$ cat config.mk
export PLATFORM = sky130hd
export DESIGN_NAME = spi_frame_master
export DESIGN_NICKNAME = d
export VERILOG_FILES = /design/src/rtl/spi_fm_pkg.sv /design/src/rtl/spi_fm_regs.sv /design/src/rtl/spi_fm_baud.sv /design/src/rtl/spi_fm_shift.sv /design/src/rtl/spi_frame_master.sv
export SDC_FILE = /design/constraint.sdc
export NUM_CORES = 1
export LEC_CHECK = 0
export ABC_AREA = 1
export BUFFER_PORTS_ARGS = -buffer_cell sky130_fd_sc_hd__buf_4
export CAP_MARGIN = 20
export CORE_MARGIN = 5
export CORE_UTILIZATION = 45
export CTS_CLUSTER_DIAMETER = 30
export CTS_CLUSTER_SIZE = 24
export DETAILED_ROUTE_END_ITERATION = 8
export HOLD_SLACK_MARGIN = 0.06
export PLACE_DENSITY = 0.62
export REMOVE_ABC_BUFFERS = 1
export SETUP_SLACK_MARGIN = 0.3
export SYNTH_ARGS = -nofsm -noshare
export SYNTH_HDL_FRONTEND = slang
export SYNTH_SLANG_ARGS = --single-unit
$ cat constraint.sdc
create_clock -name clk -period 3.06 [get_ports clk]
set_input_delay 0.918 -clock clk [delete_from_list [all_inputs] [get_ports clk]]
set_output_delay 0.918 -clock clk [all_outputs]
set_load 0.05 [all_outputs]
$ cat src/rtl/spi_fm_pkg.sv
package spi_fm_pkg;

  localparam int REG_W = 8;

  // register addresses
  localparam int A_DATA = 0;
  localparam int A_CTRL = 1;
  localparam int A_LEN  = 2;
  localparam int A_STAT = 3;
  localparam int A_DIVL = 4;
  localparam int A_DIVH = 5;

  // control bits
  localparam int C_EN   = 0;
  localparam int C_MST  = 1;
  localparam int C_CPOL = 2;
  localparam int C_CPHA = 3;
  localparam int C_EOF  = 4;

  // status bits
  localparam int S_TXE  = 0;
  localparam int S_RXF  = 1;
  localparam int S_BUSY = 2;

  typedef struct packed {
    logic en;
    logic master;
    logic cpol;
    logic cpha;
  } spi_cfg_t;

endpackage

$ cat src/rtl/spi_fm_regs.sv
module spi_fm_regs
  import spi_fm_pkg::*;
#(
  parameter int WORD_W = 8,
  parameter int DIV_W  = 16,
  parameter int ADDR_W = 3,
  localparam int LEN_W = $clog2(WORD_W)
) (
  input  logic              clk,
  input  logic              rst_n,
  input  logic [ADDR_W-1:0] bus_addr,
  input  logic              bus_wr,
  input  logic              bus_rd,
  input  logic [REG_W-1:0]  bus_wdata,
  output logic [REG_W-1:0]  bus_rdata,
  input  logic              load_ack,
  input  logic              eof_clr,
  input  logic              word_done,
  input  logic [WORD_W-1:0] rx_word,
  input  logic              busy,
  output spi_cfg_t          cfg,
  output logic [DIV_W-1:0]  brg,
  output logic [LEN_W-1:0]  len_code,
  output logic [WORD_W-1:0] tx_hold,
  output logic              tx_full,
  output logic              eof,
  output logic              rx_full
);

  spi_cfg_t          cfg_q, cfg_d;
  logic [DIV_W-1:0]  brg_q, brg_d;
  logic [LEN_W-1:0]  len_q, len_d;
  logic [WORD_W-1:0] hold_q, hold_d;
  logic [WORD_W-1:0] rxd_q, rxd_d;
  logic              txf_q, txf_d;
  logic              eof_q, eof_d;
  logic              rxf_q, rxf_d;

  logic wr_data, wr_ctrl, wr_len, wr_divl, wr_divh, rd_data;

  always_comb begin
    wr_data = bus_wr && (bus_addr == ADDR_W'(A_DATA));
    wr_ctrl = bus_wr && (bus_addr == ADDR_W'(A_CTRL));
    wr_len  = bus_wr && (bus_addr == ADDR_W'(A_LEN));
    wr_divl = bus_wr && (bus_addr == ADDR_W'(A_DIVL));
    wr_divh = bus_wr && (bus_addr == ADDR_W'(A_DIVH));
    rd_data = bus_rd && (bus_addr == ADDR_W'(A_DATA));
  end

  // next-state
  always_comb begin
    cfg_d  = cfg_q;
    brg_d  = brg_q;
    len_d  = len_q;
    hold_d = hold_q;
    rxd_d  = rxd_q;
    txf_d  = txf_q;
    eof_d  = eof_q;
    rxf_d  = rxf_q;

    if (wr_ctrl) begin
      cfg_d.en     = bus_wdata[C_EN];
      cfg_d.master = bus_wdata[C_MST];
      cfg_d.cpol   = bus_wdata[C_CPOL];
      cfg_d.cpha   = bus_wdata[C_CPHA];
    end
    if (wr_len)  len_d = bus_wdata[LEN_W-1:0];
    if (wr_divl) brg_d[REG_W-1:0] = bus_wdata;
    if (wr_divh) brg_d[DIV_W-1:REG_W] = bus_wdata[DIV_W-REG_W-1:0];

    if (wr_data) begin
      hold_d = bus_wdata[WORD_W-1:0];
      txf_d  = 1'b1;
    end else if (load_ack) begin
      txf_d  = 1'b0;
    end

    if (wr_ctrl)      eof_d = bus_wdata[C_EOF];
    else if (eof_clr) eof_d = 1'b0;

    if (word_done) begin
      rxd_d = rx_word;
      rxf_d = 1'b1;
    end else if (rd_data) begin
      rxf_d = 1'b0;
    end
  end

  // state
  always_ff @(posedge clk or negedge rst_n) begin
    if (!rst_n) begin
      cfg_q  <= '0;
      brg_q  <= '0;
      len_q  <= '0;
      hold_q <= '0;
      rxd_q  <= '0;
      txf_q  <= 1'b0;
      eof_q  <= 1'b0;
      rxf_q  <= 1'b0;
    end else begin
      cfg_q  <= cfg_d;
      brg_q  <= brg_d;
      len_q  <= len_d;
      hold_q <= hold_d;
      rxd_q  <= rxd_d;
      txf_q  <= txf_d;
      eof_q  <= eof_d;
      rxf_q  <= rxf_d;
    end
  end

  // read mux
  always_comb begin
    bus_rdata = '0;
    case (int'(bus_addr))
      A_DATA: bus_rdata = REG_W'(rxd_q);
      A_CTRL: begin
        bus_rdata[C_EN]   = cfg_q.en;
        bus_rdata[C_MST]  = cfg_q.master;
        bus_rdata[C_CPOL] = cfg_q.cpol;
        bus_rdata[C_CPHA] = cfg_q.cpha;
        bus_rdata[C_EOF]  = eof_q;
      end
      A_LEN:  bus_rdata = REG_W'(len_q);
      A_STAT: begin
        bus_rdata[S_TXE]  = ~txf_q;
        bus_rdata[S_RXF]  = rxf_q;
        bus_rdata[S_BUSY] = busy;
      end
      A_DIVL: bus_rdata = brg_q[REG_W-1:0];
      A_DIVH: bus_rdata = REG_W'(brg_q[DIV_W-1:REG_W]);
      default: bus_rdata = '0;
    endcase
  end

  assign cfg      = cfg_q;
  assign brg      = brg_q;
  assign len_code = len_q;
  assign tx_hold  = hold_q;
  assign tx_full  = txf_q;
  assign eof      = eof_q;
  assign rx_full  = rxf_q;

endmodule

$ cat src/rtl/spi_fm_baud.sv
module spi_fm_baud #(
  parameter int DIV_W = 16
) (
  input  logic             clk,
  input  logic             rst_n,
  input  logic             run,
  input  logic [DIV_W-1:0] brg,
  output logic             tick
);

  logic [DIV_W-1:0] cnt_q, cnt_d;
  logic [DIV_W-1:0] term;

  always_comb begin
    term  = (brg == '0) ? DIV_W'(1) : brg;
    tick  = run && (cnt_q == term - DIV_W'(1));
    cnt_d = (!run || tick) ? '0 : cnt_q + DIV_W'(1);
  end

  always_ff @(posedge clk or negedge rst_n) begin
    if (!rst_n) cnt_q <= '0;
    else        cnt_q <= cnt_d;
  end

endmodule

$ cat src/rtl/spi_fm_shift.sv
module spi_fm_shift
  import spi_fm_pkg::*;
#(
  parameter int WORD_W = 8,
  localparam int LEN_W = $clog2(WORD_W),
  localparam int NB_W  = LEN_W + 1,
  localparam int EC_W  = LEN_W + 2
) (
  input  logic              clk,
  input  logic              rst_n,
  input  spi_cfg_t          cfg,
  input  logic [LEN_W-1:0]  len_code,
  input  logic [WORD_W-1:0] tx_hold,
  input  logic              tx_full,
  input  logic              eof,
  input  logic              tick,
  input  logic              miso,
  output logic              sck,
  output logic              mosi,
  output logic              ss_n,
  output logic              busy,
  output logic              load_ack,
  output logic              eof_clr,
  output logic              word_done,
  output logic [WORD_W-1:0] rx_word
);

  logic              busy_q, busy_d;
  logic              ss_q, ss_d;
  logic              sck_q, sck_d;
  logic              mosi_q, mosi_d;
  logic              last_q, last_d;
  logic [WORD_W-1:0] tx_q, tx_d;
  logic [WORD_W-1:0] rx_q, rx_d;
  logic [EC_W-1:0]   edge_q, edge_d;
  logic [NB_W-1:0]   nb_q, nb_d;

  logic            go;
  logic [NB_W-1:0] nbits_w;
  logic [EC_W-1:0] last_edge;
  logic            sample_edge;

  always_comb begin
    go          = cfg.en && cfg.master;
    nbits_w     = (len_code == '0) ? NB_W'(WORD_W) : {1'b0, len_code};
    last_edge   = {nb_q, 1'b0} - EC_W'(1);
    // leading edges are even-numbered; phase 0 samples on them
    sample_edge = (~edge_q[0]) ^ cfg.cpha;

    busy_d    = busy_q;
    ss_d      = ss_q;
    sck_d     = sck_q;
    mosi_d    = mosi_q;
    last_d    = last_q;
    tx_d      = tx_q;
    rx_d      = rx_q;
    edge_d    = edge_q;
    nb_d      = nb_q;
    load_ack  = 1'b0;
    eof_clr   = 1'b0;
    word_done = 1'b0;

    if (!go) begin
      busy_d = 1'b0;
      ss_d   = 1'b0;
      sck_d  = cfg.cpol;
    end else if (!busy_q) begin
      sck_d = cfg.cpol;
      if (tx_full) begin
        load_ack = 1'b1;
        eof_clr  = eof;
        last_d   = eof;
        busy_d   = 1'b1;
        ss_d     = 1'b1;
        edge_d   = '0;
        nb_d     = nbits_w;
        rx_d     = '0;
        tx_d     = tx_hold << (WORD_W - int'(nbits_w));
        if (!cfg.cpha) begin
          mosi_d = tx_d[WORD_W-1];
          tx_d   = tx_d << 1;
        end
      end
    end else if (tick) begin
      sck_d = ~sck_q;
      if (sample_edge) begin
        rx_d = {rx_q[WORD_W-2:0], miso};
      end else begin
        mosi_d = tx_q[WORD_W-1];
        tx_d   = tx_q << 1;
      end
      if (edge_q == last_edge) begin
        word_done = 1'b1;
        busy_d    = 1'b0;
        edge_d    = '0;
        if (last_q) ss_d = 1'b0;
      end else begin
        edge_d = edge_q + EC_W'(1);
      end
    end
    rx_word = rx_d;
  end

  always_ff @(posedge clk or negedge rst_n) begin
    if (!rst_n) begin
      busy_q <= 1'b0;
      ss_q   <= 1'b0;
      sck_q  <= 1'b0;
      mosi_q <= 1'b0;
      last_q <= 1'b0;
      tx_q   <= '0;
      rx_q   <= '0;
      edge_q <= '0;
      nb_q   <= NB_W'(WORD_W);
    end else begin
      busy_q <= busy_d;
      ss_q   <= ss_d;
      sck_q  <= sck_d;
      mosi_q <= mosi_d;
      last_q <= last_d;
      tx_q   <= tx_d;
      rx_q   <= rx_d;
      edge_q <= edge_d;
      nb_q   <= nb_d;
    end
  end

  assign sck  = busy_q ? sck_q : cfg.cpol;
  assign mosi = mosi_q;
  assign ss_n = ~ss_q;
  assign busy = busy_q;

endmodule

$ cat src/rtl/spi_frame_master.sv
module spi_frame_master
  import spi_fm_pkg::*;
#(
  parameter int WORD_W = 8,
  parameter int DIV_W  = 16,
  parameter int ADDR_W = 3,
  localparam int LEN_W = $clog2(WORD_W)
) (
  input  logic              clk,
  input  logic              rst_n,
  input  logic [ADDR_W-1:0] bus_addr,
  input  logic              bus_wr,
  input  logic              bus_rd,
  input  logic [REG_W-1:0]  bus_wdata,
  output logic [REG_W-1:0]  bus_rdata,
  output logic              sck,
  output logic              mosi,
  input  logic              miso,
  output logic              ss_n
);

  logic [1:0] rst_sync_q;
  logic       rst_sync_n;

  always_ff @(posedge clk or negedge rst_n) begin
    if (!rst_n) rst_sync_q <= 2'b00;
    else        rst_sync_q <= {rst_sync_q[0], 1'b1};
  end
  assign rst_sync_n = rst_sync_q[1];

  spi_cfg_t          cfg;
  logic [DIV_W-1:0]  brg;
  logic [LEN_W-1:0]  len_code;
  logic [WORD_W-1:0] tx_hold;
  logic              tx_full, eof, rx_full;
  logic              load_ack, eof_clr, word_done, busy, tick;
  logic [WORD_W-1:0] rx_word;
  logic              go;

  assign go = cfg.en && cfg.master;

  spi_fm_regs #(.WORD_W(WORD_W), .DIV_W(DIV_W), .ADDR_W(ADDR_W)) u_regs (
    .clk       (clk),
    .rst_n     (rst_sync_n),
    .bus_addr  (bus_addr),
    .bus_wr    (bus_wr),
    .bus_rd    (bus_rd),
    .bus_wdata (bus_wdata),
    .bus_rdata (bus_rdata),
    .load_ack  (load_ack),
    .eof_clr   (eof_clr),
    .word_done (word_done),
    .rx_word   (rx_word),
    .busy      (busy),
    .cfg       (cfg),
    .brg       (brg),
    .len_code  (len_code),
    .tx_hold   (tx_hold),
    .tx_full   (tx_full),
    .eof       (eof),
    .rx_full   (rx_full)
  );

  spi_fm_baud #(.DIV_W(DIV_W)) u_baud (
    .clk   (clk),
    .rst_n (rst_sync_n),
    .run   (busy),
    .brg   (brg),
    .tick  (tick)
  );

  spi_fm_shift #(.WORD_W(WORD_W)) u_shift (
    .clk       (clk),
    .rst_n     (rst_sync_n),
    .cfg       (cfg),
    .len_code  (len_code),
    .tx_hold   (tx_hold),
    .tx_full   (tx_full),
    .eof       (eof),
    .tick      (tick),
    .miso      (miso),
    .sck       (sck),
    .mosi      (mosi),
    .ss_n      (ss_n),
    .busy      (busy),
    .load_ack  (load_ack),
    .eof_clr   (eof_clr),
    .word_done (word_done),
    .rx_word   (rx_word)
  );

endmodule

# Yosys cells after proc, flatten, opt, wreduce, memory -nomap -nowiden
# Cells that the tools add are included.
# classes
addsub	5
n_mul	0
div	0
magnitude_cmp	0
eq_ne	14
shift	1
muxes	55
bitwise	6
n_reduce_logical	22
# ops
op	count
$mux 8	10
$mux 1	35
$mux 16	2
$shl 8x32->8	1
$mux 5	4
$pmux 3 s6	1
$add 16x1->16 const B	1
$eq 16x16->1	1
$logic_not 16->1	1
$sub 16x1->16 const B	1
$ne 3x3->1 const B	3
$pmux 3 s3	1
$logic_and 1x1->1	8
$pmux 2 s4	1
$reduce_and 4->1	2
$reduce_bool 2->1	4
$eq 3x2->1 const B	2
$eq 3x3->1 const B	2
$logic_not 3->1	2
$ne 2x2->1 const B	3
$reduce_and 3->1	2
$add 5x1->5 const B	1
$eq 5x5->1	1
$not 1->1	5
9 further kinds	9
# totals
register_bits	90
latch_bits	0
ram_bits	0
rom_bits	0
in_bits	16
output_inout_bits	11
elab_cells	126
mem_count	0

# Longest topological paths before layout
# Gate-level depths: netlist of the first run.
# depth
ltp_word	9
ltp_mapped	25
ltp_nobuf	24

# By module
# From an unflattened synthesis of the first run, not the netlist that was laid out.
# hier_totals
cells_unflattened	801
hier_area_um2	5705.5
# by_module_without_submodules
mod	instances	cells_each	area_per_inst_um2	seq_area_each_um2
spi_fm_shift	1	285	1971.9	752.0
spi_fm_regs	1	240	1943.1	1051.0
spi_fm_baud	1	273	1736.7	400.4
spi_frame_master	1	3	53.8	50.0

# Worst setup path before layout of the first run
# OpenSTA, ideal clock, no wires.
# synth_path
kind	input port to output port
start	input bus_addr[0]
end	output bus_rdata[1]
arrival_time_ns	2.281
required_ns	2.142
slack_ns	-0.139
path_stages	3
n_path_buf	0
cell_sequence	nor2_1 -> nand2_1 -> o21ai_0
# synth_via
elab_chain_len	2
word_cells_on_any_way	7
classes_between	eq/ne (5); mux (1); reduce/logical (1)
# synth_lines
element	line_no	rtl
start: declaration	spi_frame_master.sv:11	input logic [ADDR_W-1:0] bus_addr,
$eq 3x3->1 (tied with other cells)	spi_fm_regs.sv:115	case (int'(bus_addr))
$pmux 3 s6 (*)	spi_fm_regs.sv:115	
end: declaration	spi_frame_master.sv:15	output logic [REG_W-1:0] bus_rdata,
# Mark *: on every way between the ends. The rest lies on a longest branch, timed or not.

# Final worst setup path of the first run
# layout_path
start	input bus_addr[0]
end	output bus_rdata[0]
# The elaborated chain is that of the path after synthesis.

==> results.sh, run 1 <==
export IMPL_syn_inst=731
export IMPL_cp_end_kind="primary output"
export IMPL_drv_cap=0
export IMPL_relSlewSlack_pct=60.2
export IMPL_htreeDepth=3
export IMPL_viasPerCell=5.31
export IMPL_cts_sinks=90
export IMPL_synth_top_area_share_pct=41.1
export IMPL_grt_pass1_vias=5030
export IMPL_fin_setup_tns_ns=0
export IMPL_final_max_slew_viol_count=0
export IMPL_place_gp_congestion=0.915
export IMPL_ys_flop_type="dfrtp_1"
export IMPL_die_y_um=120
export IMPL_crit_top_cell="buf_6"
export IMPL_utilization_pct=60.3
export IMPL_r2r_start="u_regs.brg[11]"
export IMPL_drc=0
export IMPL_fmax_ghz=0.344
export IMPL_final_instance_count_excl_fill=977
export IMPL_grtUsageTotal_pct=21.7
export IMPL_hold_violations=0
export IMPL_start_kind="input port"
export IMPL_cts_buffers=9
export IMPL_ys_ff_latch=90
export IMPL_outcome="completed"
export IMPL_core_area_um2=11900
export IMPL_tightest_slew_ns=0.595
export IMPL_clk_latency_ns=0.36
export IMPL_hold_buffers=0
export IMPL_cp_arrival_ns=1.99
export IMPL_vias=5183
export IMPL_portBuffers=26
export IMPL_root_buffer="clkbuf_16"
export IMPL_initialDrtViolationCount=313
export IMPL_worstPathCellList="buf_12, clkinv_8, nor2_4, nand2_2, buf_6, o22ai_2, a2111o_1, buf_6"
export IMPL_final_setup_skew_ns=0.0103
export IMPL_grt_pass1_wl_mm=24.7
export IMPL_dp_hpwl_mm=11.0
export IMPL_clock_path_buffers=2
export IMPL_syn_avg_cell_area_um2=7.40
export IMPL_cpPeakStageDelay_ns=0.40
export IMPL_crit_path_max_fanout=5
export IMPL_start_util_pct=45.4
export IMPL_ys_top_cells_by_area="dfrtp_1, nand2_1, inv_1"
export IMPL_cts_tree="built"
export IMPL_mostFrequentLayoutCells="nand2_1, dfrtp_1, inv_1"
export IMPL_yosys_warnings=0
export IMPL_cp_slowest_cell="a2111o_1"
export IMPL_worstHoldPathType="flip-flop to asynchronous set/reset pin"
export IMPL_synthArstFlopShare_pct=100
export IMPL_synth_edf_count=0
export IMPL_layout_drive_gt1_share_pct=28.1
export IMPL_peakVddDrop_mv=0.348
export IMPL_setup_viol=0
export IMPL_powerDensity_nw_per_um2=613
export IMPL_die_area_um2=14300
export IMPL_gr_total_overflow=0
export IMPL_fin_nets=847
export IMPL_path_class="input port to primary output"
export IMPL_io_pins=27
export IMPL_postRouteAntennaNets=0
export IMPL_synth_top_area_cell="dfrtp_1"
export IMPL_rsz0062_at_grt="true"
export IMPL_period_minus_slack_ns=2.91
export IMPL_yosysSeqAreaShare_pct=41.6
export IMPL_period_share_pct=94.9
export IMPL_synth_area_um2=5410
export IMPL_cts_clk_slew_worst_paths_ns=0.07
export IMPL_required_ns=2.14
export IMPL_antenna_found_initial=0
export IMPL_synthToLayoutAreaGrowth_pct=32.6
export IMPL_drt_wl_total_mm=15.4
export IMPL_antennaDiodeCount=0
export IMPL_final_common_cell="nand2_1"
export IMPL_cp_startpoint="bus_addr[0]"
export IMPL_grt_max_degree=89
export IMPL_die_w_um=120
export IMPL_core_rowCount=40
export IMPL_drt_first_pass_iters=5
export IMPL_routedWlPerCell_um=15.7
export IMPL_p_leak_uw=0.00346
export IMPL_synth_distinct_cells=45
export IMPL_dp_cells=931
## what timing repair did
item                       4_1_cts  5_1_grt
hold endpoints to repair         0        0
setup endpoints to repair       56       58
setup buffers                   15       11
gates cloned                     2        2
pin swaps                       23       40
resized for setup               84       81
## registers in the layout, summed over array words and instances (netlist names), 3 cells and up
name / count
u_shift.nb_q: 4
u_regs.tx_hold: 8
u_shift.tx_q: 8
u_regs.rxd_q: 8
u_regs.len_code: 3
u_shift.edge_q: 5
u_regs.cfg: 4
u_regs.brg: 16
u_baud.cnt_q: 16
u_shift.rx_q: 8
## kinds of logic (layout without fill, tap and decap cells)
group,after synthesis,in the layout,synth area share (%)
AND/OR/NAND/NOR,371,371,30.6
AO/OA/AOI/OAI,128,129,14.5
buffers and inverters,111,209,7.97
flip-flops,90,90,41.6
XOR/XNOR,23,23,3.72
adder cells (fa/ha/maj),6,6,1.39
other,1,1,0.0693
multiplexers,1,1,0.185
## worst max-delay path, delay by kind of cell
family | cells | cell delay, ns
AOI/OAI and AO/OA | 2 | 0.47
buffers and inverters | 4 | 0.49
and+or+nand+nor | 2 | 0.10
## power by group
part	switching, uW	leakage (uW)	total, uW	internal [uW]
clock network	515	0.000136	1070	557
registers	165	0.00118	1560	1390
logic	1070	0.00214	1770	694
## through the flow
step	hold WS (ns)	worst slack [ns]	power, uW	instance area [um^2]
floorplan	0.331	-0.139	2600	5360
global placement	0.338	0.0704	3040	6040
detailed placement	0.342	0.0154	3080	6040
CTS	0.317	0.145	4300	6780
global route	0.316	-0.0492	4700	7180
finish	0.321	0.155	4400	7180
## cells in the mapped netlist, types with 8 or more instances
library cell  number
nand2_1          210
xor2_1            15
o21ai_0           66
inv_1             95
dfrtp_1           89
a21oi_1           14
nand3_1           42
clkbuf_1           9
nand4_1           16
nor3_1            14
xnor2_1            8
nor2_1            59
## layer usage
metal	GRT usage [%]	share of wire, %	vias up
li1	-	-	2573
met1	26.9	42	2476
met2	38.2	52	103
met3	4.57	4.2	31
met4	6.08	2.1	0
met5	0	0	-
## cell type report
type | count | area, um^2
inverters | 100 | 413
fillers | 1085 | 4730
well taps | 147 | 184
flip-flops and latches | 90 | 2260
multi-input cells | 531 | 3160
clock inverters | 7 | 52.6
repair buffers | 91 | 866
repair inverters | 2 | 22.5
clock buffers | 9 | 225
## final timing paths
path	slack (ns)	depth (start not counted)	to
max	0.15	8	bus_rdata[0]
min	0.32	1	u_baud.cnt_q[1]
min in group clk	0.35	0	rst_sync_q[1]
min reg2reg	0.32	1	u_baud.cnt_q[1]
max reg2reg	0.17	22	u_regs.rxd_q[4]
max in group asynchronous	2.29	1	u_shift.nb_q[3]
(Power assumes the default switching activity.)
==> inputs of run 2 (changes only) <==
--- a/config.mk
+++ b/config.mk
@@ -16,7 +16,6 @@
 export HOLD_SLACK_MARGIN = 0.06
 export PLACE_DENSITY = 0.62
 export REMOVE_ABC_BUFFERS = 1
-export SETUP_SLACK_MARGIN = 0.3
 export SYNTH_ARGS = -nofsm -noshare
 export SYNTH_HDL_FRONTEND = slang
 export SYNTH_SLANG_ARGS = --single-unit
==> run 2 against run 1 <==
Via count decreased by 3.7%; register-to-register slack better by 0.03 ns; first-iteration DRC count down 12%; non-clock buffer count is 20 lower; critical path depth stayed put; worst setup slack worse by 0.10 ns; hold slack lost 0.0046 ns; design area down 10%; routed wire length shrank 6.7%; die area unchanged; critical endpoint is now bus_rdata[2]; largest cell class unchanged.
==> results.sh, run 2 (synthesized netlist as in run 1, its figures left out) <==
export IMPL_mostFrequentLayoutCells="nand2_1, inv_1, dfrtp_1"
export IMPL_crit_path_max_fanout=3
export IMPL_p_leak_uw=0.00324
export IMPL_hold_violations=0
export IMPL_n_fill_cell=1166
export IMPL_drv_cap=0
export IMPL_peakVddDrop_mv=0.333
export IMPL_worstHoldPathType="flip-flop to asynchronous set/reset pin"
export IMPL_vias=4993
export IMPL_period_share_pct=98.2
export IMPL_worstPathCellList="buf_4, inv_1, nor2_1, nand2_1, nor2_1, a221oi_1, o2111ai_1, buf_4"
export IMPL_antenna_found_initial=0
export IMPL_grt_pass1_wl_mm=23.6
export IMPL_portBuffers=26
export IMPL_core_area_um2=11900
export IMPL_root_buffer="clkbuf_16"
export IMPL_path_class="input port to primary output"
export IMPL_place_area_um2=6040
export IMPL_io_pins=27
export IMPL_initialDrtViolationCount=277
export IMPL_fmax_ghz=0.333
export IMPL_start_kind="input port"
export IMPL_regToRegSetupSlack_ns=0.20
export IMPL_clk_latency_ns=0.36
export IMPL_holdWs_ns=0.316
export IMPL_final_setup_skew_ns=0.00766
export IMPL_drt_wl_total_mm=14.4
export IMPL_grt_pass1_vias=4817
export IMPL_core_rowCount=40
export IMPL_gr_total_overflow=0
export IMPL_cp_end_kind="primary output"
export IMPL_hold_buffers=0
export IMPL_layout_drive_gt1_share_pct=17.5
export IMPL_final_common_cell="nand2_1"
export IMPL_start_util_pct=45.4
export IMPL_cts_clk_slew_worst_paths_ns=0.07
export IMPL_required_ns=2.14
export IMPL_rsz0062_at_grt="true"
export IMPL_fin_nets=824
export IMPL_worst_slack_ns=0.0550
export IMPL_grt_max_degree=89
export IMPL_cp_slowest_cell="a221oi_1"
export IMPL_final_max_slew_viol_count=0
export IMPL_die_y_um=120
export IMPL_die_w_um=120
export IMPL_drt_first_pass_iters=6
export IMPL_cts_tree="built"
export IMPL_antennaDiodeCount=0
export IMPL_viasPerCell=5.23
export IMPL_cpPeakStageDelay_ns=0.26
export IMPL_cts_buffers=9
export IMPL_post_place_ws_ns=0.0154
export IMPL_htreeDepth=3
export IMPL_setup_viol=0
export IMPL_place_gp_congestion=0.915
export IMPL_clock_path_buffers=2
export IMPL_powerDensity_nw_per_um2=647
export IMPL_dp_hpwl_mm=11.0
export IMPL_relSlewSlack_pct=61.4
export IMPL_cp_arrival_ns=2.09
export IMPL_die_area_um2=14300
export IMPL_cts_sinks=90
export IMPL_period_minus_slack_ns=3.01
export IMPL_fin_area_um2=6460
export IMPL_grtUsageTotal_pct=20.8
export IMPL_postRouteAntennaNets=0
export IMPL_drc=0
export IMPL_tightest_slew_ns=0.577
export IMPL_routedWlPerCell_um=15.1
export IMPL_synthToLayoutAreaGrowth_pct=19.4
export IMPL_final_instance_count_excl_fill=954
export IMPL_dp_cells=931
export IMPL_outcome="completed"
run 2: cell types whose count changed in the layout (fill, tap and decap cells not counted), moves of 6 or more:
cell / change
nand3_2: -9
nand3_1: +10
nand2_2: -21
buf_6: -19
buf_4: +7
inv_1: +7
nor2_1: +6
nand2_1: +26
run 2: per-stage QoR:
| step | util, % | total power (uW) | TNS [ns] |
|---|---|---|---|
| after floorplan | - | 2600 | -0.139 |
| after global placement | 50.7 | 3040 | 0 |
| after detailed placement | 50.7 | 3080 | 0 |
| after CTS | 53.0 | 4160 | 0 |
| after global routing | 54.2 | 4490 | -0.0164 |
| final | 54.2 | 4180 | 0 |
run 2: routing by layer:
metal  track usage, %  wire (um)
met1             26.0       6130
met2             36.7       7320
met3             4.29        656
met4             5.08        255
met5                0          0
run 2: power by group:
group	switching [uW]	leakage (uW)	total (uW)	internal [uW]
Sequential	158	0.00118	1550	1390
Clock	510	0.000136	1070	556
Combinational	969	0.00192	1560	595
run 2: worst paths after layout:
kind / start / cells after the start / end
max in group asynchronous: rst_sync_q[1] / 1 / u_shift.nb_q[3]
worst max-delay path: bus_addr[0] / 8 / bus_rdata[2]
min in group clk: rst_sync_q[0] / 0 / rst_sync_q[1]
worst min register to register: rst_sync_q[1] / 1 / u_baud.cnt_q[1]
worst max register to register: u_regs.brg[11] / 20 / u_shift.tx_q[2]
worst min-delay path: rst_sync_q[1] / 1 / u_baud.cnt_q[1]
run 2: worst max-delay path: cells and delay by family:
kind            cells  cell delay [ns]
simple gates        3             0.19
buf+inv             3             0.46
compound gates      2             0.52
run 2: repair_timing:
item | 4_1_cts | 5_1_grt
endpoints found under the hold margin | 0 | 0
gates resized for setup | 0 | 27
setup buffers | 0 | 7
setup endpoints to repair | 0 | 52
run 2: area by class of cell:
class,instances,area [um^2],share of cell area (%)
timing repair buffer,71,557,8.62
clock inverter,7,52.6,0.813
clock buffer,9,225,3.49
multi-input combinational,530,2810,43.5
sequential,90,2260,34.9
inverter,100,375,5.81
tap,147,184,2.85
